[src/rtl/sdram_cmd_tracker.sv]
module sdram_cmd_tracker #(
  parameter int ROW_W     = 13,
  parameter int COL_W     = 9,
  parameter int BA_W      = 2,
  parameter int BURST_LEN = 4,
  parameter int AP_BIT    = 10
) (
  input  logic                           clk,
  input  logic                           rst_n,
  input  logic                           clk_en,
  input  logic                           chip_sel_n,
  input  logic                           row_strobe_n,
  input  logic                           col_strobe_n,
  input  logic                           wr_en_n,
  input  logic [ROW_W-1:0]               adr,
  input  logic [BA_W-1:0]                bank_sel,
  output logic                           act_p,
  output logic                           rd_p,
  output logic                           wr_p,
  output logic                           pre_p,
  output logic                           ref_p,
  output logic                           mrs_p,
  output logic                           err_p,
  output logic [(1<<BA_W)-1:0]           bank_open,
  output logic [(1<<BA_W)*ROW_W-1:0]     open_rows,
  output logic                           burst_active,
  output logic [COL_W-1:0]               burst_col,
  output logic                           burst_autopre,
  output logic                           low_power,
  output logic                           self_refresh
);
  localparam int NB    = 1 << BA_W;
  localparam int CNT_W = $clog2(BURST_LEN) + 1;
  localparam logic [2:0] C_ACT = 3'b011, C_RD = 3'b101, C_WR = 3'b100,
                         C_PRE = 3'b010, C_REF = 3'b001, C_MRS = 3'b000;

  logic [CNT_W-1:0] rem_q;
  logic [BA_W-1:0]  ap_bank_q;

  wire [2:0] code    = {row_strobe_n, col_strobe_n, wr_en_n};
  wire       run     = !low_power && clk_en;
  wire       sel     = run && !chip_sel_n;
  wire       is_act  = sel && code == C_ACT;
  wire       is_rd   = sel && code == C_RD;
  wire       is_wr   = sel && code == C_WR;
  wire       is_pre  = sel && code == C_PRE;
  wire       is_ref  = sel && code == C_REF;
  wire       is_mrs  = sel && code == C_MRS;
  wire       hit     = bank_open[bank_sel];
  wire       any_open = |bank_open;
  wire       ap_busy = burst_active && burst_autopre;
  wire       act_ok  = is_act && !hit;
  wire       rw_ok   = (is_rd || is_wr) && hit && !ap_busy;
  wire       ref_ok  = is_ref && !any_open;
  wire       enter   = !low_power && !clk_en;
  wire       ref_cmd = !chip_sel_n && code == C_REF;
  wire       enter_sr  = enter && ref_cmd && !any_open;
  wire       enter_bad = enter && ref_cmd && any_open;
  wire       burst_end = run && burst_active && rem_q == '0;
  wire       bad = (is_act && hit) || ((is_rd || is_wr) && (!hit || ap_busy))
                   || (is_ref && any_open) || enter_bad;

  always_ff @(posedge clk) begin
    if (!rst_n) begin
      {act_p, rd_p, wr_p, pre_p, ref_p, mrs_p, err_p} <= '0;
      low_power    <= 1'b0;
      self_refresh <= 1'b0;
    end else begin
      act_p <= act_ok;
      rd_p  <= is_rd && rw_ok;
      wr_p  <= is_wr && rw_ok;
      pre_p <= is_pre;
      ref_p <= ref_ok;
      mrs_p <= is_mrs;
      err_p <= bad;
      if (low_power) begin
        if (clk_en) begin
          low_power    <= 1'b0;
          self_refresh <= 1'b0;
        end
      end else if (!clk_en) begin
        low_power    <= 1'b1;
        self_refresh <= enter_sr;
      end
    end
  end

  always_ff @(posedge clk) begin
    if (!rst_n) begin
      burst_active  <= 1'b0;
      burst_autopre <= 1'b0;
      burst_col     <= '0;
      rem_q         <= '0;
      ap_bank_q     <= '0;
    end else if (rw_ok) begin
      burst_active  <= 1'b1;
      burst_autopre <= adr[AP_BIT];
      burst_col     <= adr[COL_W-1:0];
      rem_q         <= CNT_W'(BURST_LEN - 1);
      ap_bank_q     <= bank_sel;
    end else if (burst_end) begin
      burst_active  <= 1'b0;
      burst_autopre <= 1'b0;
    end else if (run && burst_active) begin
      rem_q <= rem_q - 1'b1;
    end
  end

  for (genvar b = 0; b < NB; b++) begin : g_bank
    wire opens  = act_ok && bank_sel == BA_W'(b);
    wire closes = (is_pre && (adr[AP_BIT] || bank_sel == BA_W'(b)))
                  || (burst_end && burst_autopre && ap_bank_q == BA_W'(b));
    always_ff @(posedge clk) begin
      if (!rst_n) begin
        bank_open[b] <= 1'b0;
        open_rows[b*ROW_W +: ROW_W] <= '0;
      end else if (opens) begin
        bank_open[b] <= 1'b1;
        open_rows[b*ROW_W +: ROW_W] <= adr;
      end else if (closes) begin
        bank_open[b] <= 1'b0;
      end
    end
  end

  assert_onehot_R3: assert property (@(posedge clk) disable iff (!rst_n)
    $onehot0({act_p, rd_p, wr_p, pre_p, ref_p, mrs_p, err_p}));

  assert_deselect_R2: assert property (@(posedge clk) disable iff (!rst_n)
    $past(chip_sel_n) && !$past(low_power) && $past(clk_en)
      |-> !(act_p || rd_p || wr_p || pre_p || ref_p || mrs_p || err_p));

  assert_act_opens_R4: assert property (@(posedge clk) disable iff (!rst_n)
    act_p |-> bank_open[$past(bank_sel)]);

  assert_rw_open_R5: assert property (@(posedge clk) disable iff (!rst_n)
    (rd_p || wr_p) |-> ((($past(bank_open) >> $past(bank_sel)) & 1) != 0)
                       && burst_active);

  assert_ref_closed_R9: assert property (@(posedge clk) disable iff (!rst_n)
    ref_p |-> $past(bank_open) == '0);

  assert_frozen_R10: assert property (@(posedge clk) disable iff (!rst_n)
    $past(low_power) |-> $stable(bank_open) && $stable(burst_active));

  assert_sr_needs_lp_R11: assert property (@(posedge clk) disable iff (!rst_n)
    self_refresh |-> low_power);
endmodule

[config.mk]
export PLATFORM = sky130hd
export DESIGN_NAME = sdram_cmd_tracker
export DESIGN_NICKNAME = d
export VERILOG_FILES = /design/src/rtl/sdram_cmd_tracker.sv
export SDC_FILE = /design/constraint.sdc
export NUM_CORES = 1
export LEC_CHECK = 0
export ABC_CLOCK_PERIOD_IN_PS = 2290
export BUFFER_PORTS_ARGS = -buffer_cell sky130_fd_sc_hd__buf_2
export CORE_ASPECT_RATIO = 1.75
export CORE_UTILIZATION = 44
export DETAILED_ROUTE_END_ITERATION = 12
export GPL_ROUTABILITY_DRIVEN = 0
export PLACE_DENSITY = 0.7
export RECOVER_POWER = 50
export SYNTH_ARGS = -nofsm -noshare
export SYNTH_HDL_FRONTEND = slang
export SYNTH_SLANG_ARGS = --single-unit
[constraint.sdc]
create_clock -name clk -period 2.29 [get_ports clk]
set_input_delay 0.229 -clock clk [delete_from_list [all_inputs] [get_ports clk]]
set_output_delay 0.229 -clock clk [all_outputs]
set_load 0.02 [all_outputs]
# Word level (Yosys, flattened, before mapping)
# Cells that the tools add are included.
[word_totals] regBits=81 inputBits=22 output_inout_bits=76 elab_cells=133
[classes] n_addsub=1 magnitude_cmp=1 eq_ne=14 n_mux=20 bitwise=2 n_reduce_logical=72
[op_table] operator="$logic_and A1 B1 Y1" n=38
[op_table] operator="$mux W1" n=16
[op_table] operator="$logic_or A1 B1 Y1" n=13
[op_table] operator="$reduce_bool A2 Y1" n=6
[op_table] operator="$eq A2 B2 Y1 const B" n=4
[op_table] operator="$eq A3 B2 Y1 const B" n=2
[op_table] operator="$eq A3 B3 Y1 const B" n=2
[op_table] operator="$logic_not A1 Y1" n=6
[op_table] operator="$logic_not A3 Y1" n=2
[op_table] operator="$mux W2" n=3
[op_table] operator="$reduce_and A2 Y1" n=3
[op_table] operator="$eq A2 B1 Y1 const B" n=2
[op_table] operator="$logic_not A2 Y1" n=2
[op_table] operator="$ne A2 B2 Y1 const B" n=2
[op_table] operator="$reduce_or A4 Y1" n=1
[op_table] operator="$eq A3 B1 Y1 const B" n=1
[op_table] operator="$lt A2 B3 Y1 const B" n=1
[op_table] operator="$sub A3 B1 Y3 const B" n=1
[op_table] operator="$bmux W1 S2" n=1
[op_table] operator="$ne A2 B1 Y1 const B" n=1
[op_table] operator="$not A1 Y1" n=2
[op_table] operator="$reduce_or A2 Y1" n=1

# Depth between registers and ports, before layout
[logic_depth] depth_word=9 mapped_depth=7 depth_no_buf=5

# Least setup slack after synthesis
# No wires, ideal clock.
[synth_timing] kind="register to register" start="register low_power" end="register open_rows[17]" setup_time_ps=72 t_arrival_ps=1831 required_ps=2218 setup_slack_ps=387 path_stages_with_launch=8 n_path_buf=2 period_less_slack_ps=1903 cell_sequence="dfxtp_1 > inv_1 > ha_1 > and4bb_1 > buf_2 > nand3_1 > buf_2 > mux2i_1"
[synth_via] elab_chain_cells=6
[synth_lines] item="from (decl)" line_no="29" text="output logic low_power,"
[synth_lines] item="from (signal assigned)" line_no="66" text="low_power <= 1'b0;"
[synth_lines] item="from (signal assigned)" line_no="78" text="low_power <= 1'b0;"
[synth_lines] item="from (signal assigned)" line_no="82" text="low_power <= 1'b1;"
[synth_lines] item="$logic_not A1 Y1" line_no="41" text="wire run = !low_power && clk_en;"
[synth_lines] item="$logic_and A1 B1 Y1" line_no="41"
[synth_lines] item="$logic_and A1 B1 Y1" line_no="42" text="wire sel = run && !chip_sel_n;"
[synth_lines] item="$logic_and A1 B1 Y1" line_no="43" text="wire is_act = sel && code == C_ACT;"
[synth_lines] item="$logic_and A1 B1 Y1" line_no="52" text="wire act_ok = is_act && !hit;"
[synth_lines] item="$logic_and A1 B1 Y1" line_no="110" text="wire opens = act_ok && bank_sel == BA_W'(b);"
[synth_lines] item="to (signal, indexed assignment)" line_no="119" text="open_rows[b*ROW_W +: ROW_W] <= adr;"
[synth_lines] item="to (decl)" line_no="25" text="output logic [(1<<BA_W)*ROW_W-1:0] open_rows,"
# No other way between the ends.
# A chain may end at the register's enable or synchronous reset.

# Final worst setup path
[layout_timing] start="register low_power" end="register open_rows[26]"
# Same word-level chain as after synthesis.

==> out/results.tsv <==
metric	value	unit
status	finished, final reports clean	
cp-start-kind	flop	
fin_skew	0.003131	ns
worst_pin_slew	0.4119	ns
synth_cell_types	41	
synth_nets	353	
numCtsBuffers	9	
worstPathRequired	2.50	ns
grt_pass1_wl	12390	µm
core-area	7182	µm²
io_buffers	97	
route.detailed.drc	0	
arrival	2.11	ns
firstDrtPassIters	4	
fillers	723	
p_switching	0.0006203	W
num_vias	2641	
p_seq_share	47.1	%
htreeDepth	3	
antenna_found_initial	0	
yosysTopAreaCell	dfxtp_1	
initial_utilization	45.31	%
synth_area	3254	µm²
setup_violations	0	
synth_xor_area_share	0	%
fmax	0.5247	GHz
die-area	7758	µm²
synth_edf_count	0	
rsz0062_at_grt	no	
whs	0.07988	ns
wl_per_cell	15.51	µm
avgSynthCellArea	9.952	µm²
clockRootBuffer	clkbuf_16	
holdPathStages	2	
yosys.area_share.adder	1.538	%
swShare	20.62	%
p_leak	1.914	nW
holdBufCountCts	0	
internal_power	0.002388	W
clockBufferDepth	2	
insertion_delay	0.33	ns
synth_compound_area_share	4.152	%
ys_ff_latch	81	
cp-end-kind	flop	
pin_count	98	
ant_nets	0	
muxShareOfSynthArea	20.72	%
setup_tns	0	ns
min_path_type	primary input to flop	
yosysTopAreaCellShare	49.83	%
die_w	67.01	µm
track_usage	21.78	%
numClockSinks	81	
power_per_cell_area	754.2	nW/µm²
synth_simple_gate_area_share	18.80	%
cts-resized-gates	0	
grt_pass1_vias	2580	
reg2reg_depth	5	
comb_power_share	4.3	%
drive_gt1_share	11.03	%
syn_inst	327	
routed_wl	7941	µm
slew_viol_final	0	
areaGrowthSynthToFinish	22.57	%
irDropWorstVdd	0.0004450	V
synth.yosys.seq_area_share	49.83	%
ys_top_cells_by_count	89 x nand2_1, 81 x dfxtp_1, 64 x mux2i_1, 7 x buf_2, 7 x inv_1	
grt_max_degree	84	
period_share	83.22	%
criticalPathCategory	flop to flop	
postCtsSetupRepairBufs	0	
hpwlAfterDp	5654	µm
yosysMostFrequentCell	nand2_1	
period_needed	1.906	ns
synth_top_family_by_area	multiplexers	
clk_pin_slew	0.06	ns
fin_util	55.54	%
max_cap_viol_count	0	
clock_power_share	48.6	%
grt.overflow.total	0	
cp_max_fo	14	
async_flop_share	0	%
drt_iter0_markers	213	
cts_tree	built	
antenna_cells	0	
synth_warnings	0	
synth_area_leaders	dfxtp_1 50%, mux2i_1 20%, nand2_1 10%	
nNetsFinal	447	
synth_ff_type	dfxtp_1	
hold_violations	0	
row_count	41	
maxSlewHeadroom	72.51	%
via_per_inst	5.158	
die_h	115.8	µm
[through the flow]
step / cell area [µm²] / std cells / power (W) / setup WS, ns
finish: 3989 / 512 / 0.003008 / 0.3842
global placement: 3776 / 496 / 0.001578 / 0.4414
CTS: 4085 / 512 / 0.003033 / 0.3840
global route: 3989 / 512 / 0.003095 / 0.2826
detailed placement: 3776 / 496 / 0.001579 / 0.3890
floorplan: 3254 / 327 / 0.001531 / 0.3872
[cells in the final DEF, fill, tap and decap left out, drive strengths merged, types with 3 or more instances in the layout]
cell type   n
buf        26
nor4        4
nand2b      3
a21oi       3
ha          4
nor2        6
inv         8
clkbuf     91
o32ai       4
o21ai       3
nor3        5
dfxtp      81
a31oi       3
mux2i      64
nand3       6
nand2      89
[metal layers]
metal	GRT usage, %	routed length, µm
met1	23.77	3152
met2	37.13	4179
met3	3.740	312
met4	15.04	297
met5	0	0
[final timing paths]
kind,start,end,slack [ns]
hold reg to reg,self_refresh,self_refresh,0.45
hold / removal,clk_en,low_power,0.08
setup reg to reg,low_power,open_rows[26],0.38
setup / recovery,low_power,open_rows[26],0.38
[area by class of cell]
type	count	area (µm²)	area share (%)
Sequential cell	81	1622	40.65
Inverter	8	32.53	0.8156
Multi-Input combinational cell	218	1471	36.89
Timing Repair Buffer	103	446.7	11.20
Clock inverter	2	35.03	0.8783
Clock buffer	14	274.0	6.870
Tap cell	86	107.6	2.698
[sequential cells by signal, indices dropped and copies added, names as in the netlist]
| register | cells |
|---|---|
| ref_p | 1 |
| err_p | 1 |
| burst_active | 1 |
| ap_bank_q | 2 |
| act_p | 1 |
| open_rows | 52 |
| low_power | 1 |
| rd_p | 1 |
| self_refresh | 1 |
| burst_autopre | 1 |
| rem_q | 3 |
| pre_p | 1 |
| mrs_p | 1 |
| bank_open | 4 |
| burst_col | 9 |
| wr_p | 1 |
[power by group through the flow]
stage | sequential, W | clock (W) | combinational, W
after floorplan | 0.00146 | 0 | 0.0000756
after global placement | 0.00145 | 0 | 0.000130
after detailed placement | 0.00145 | 0 | 0.000131
after CTS | 0.00142 | 0.00148 | 0.000131
after global routing | 0.00142 | 0.00154 | 0.000140
final | 0.00142 | 0.00146 | 0.000129
[worst max-delay path, stage by stage, from the launching register on]
cell,delay (ns)
dfxtp_1,0.32
inv_1,0.07
ha_1,0.34
nand4bb_4,0.18
or4_4,0.68
mux2i_1,0.18
[logic make-up (layout without fill, tap and decap cells)]
family / count (synthesis) / in the layout
buffers and inverters: 28 / 127
muxes: 66 / 66
adders and majority gates: 4 / 4
DFF: 81 / 81
and+or+nand+nor: 129 / 129
AOI/OAI and AO/OA: 19 / 19
(Power assumes the default switching activity.)
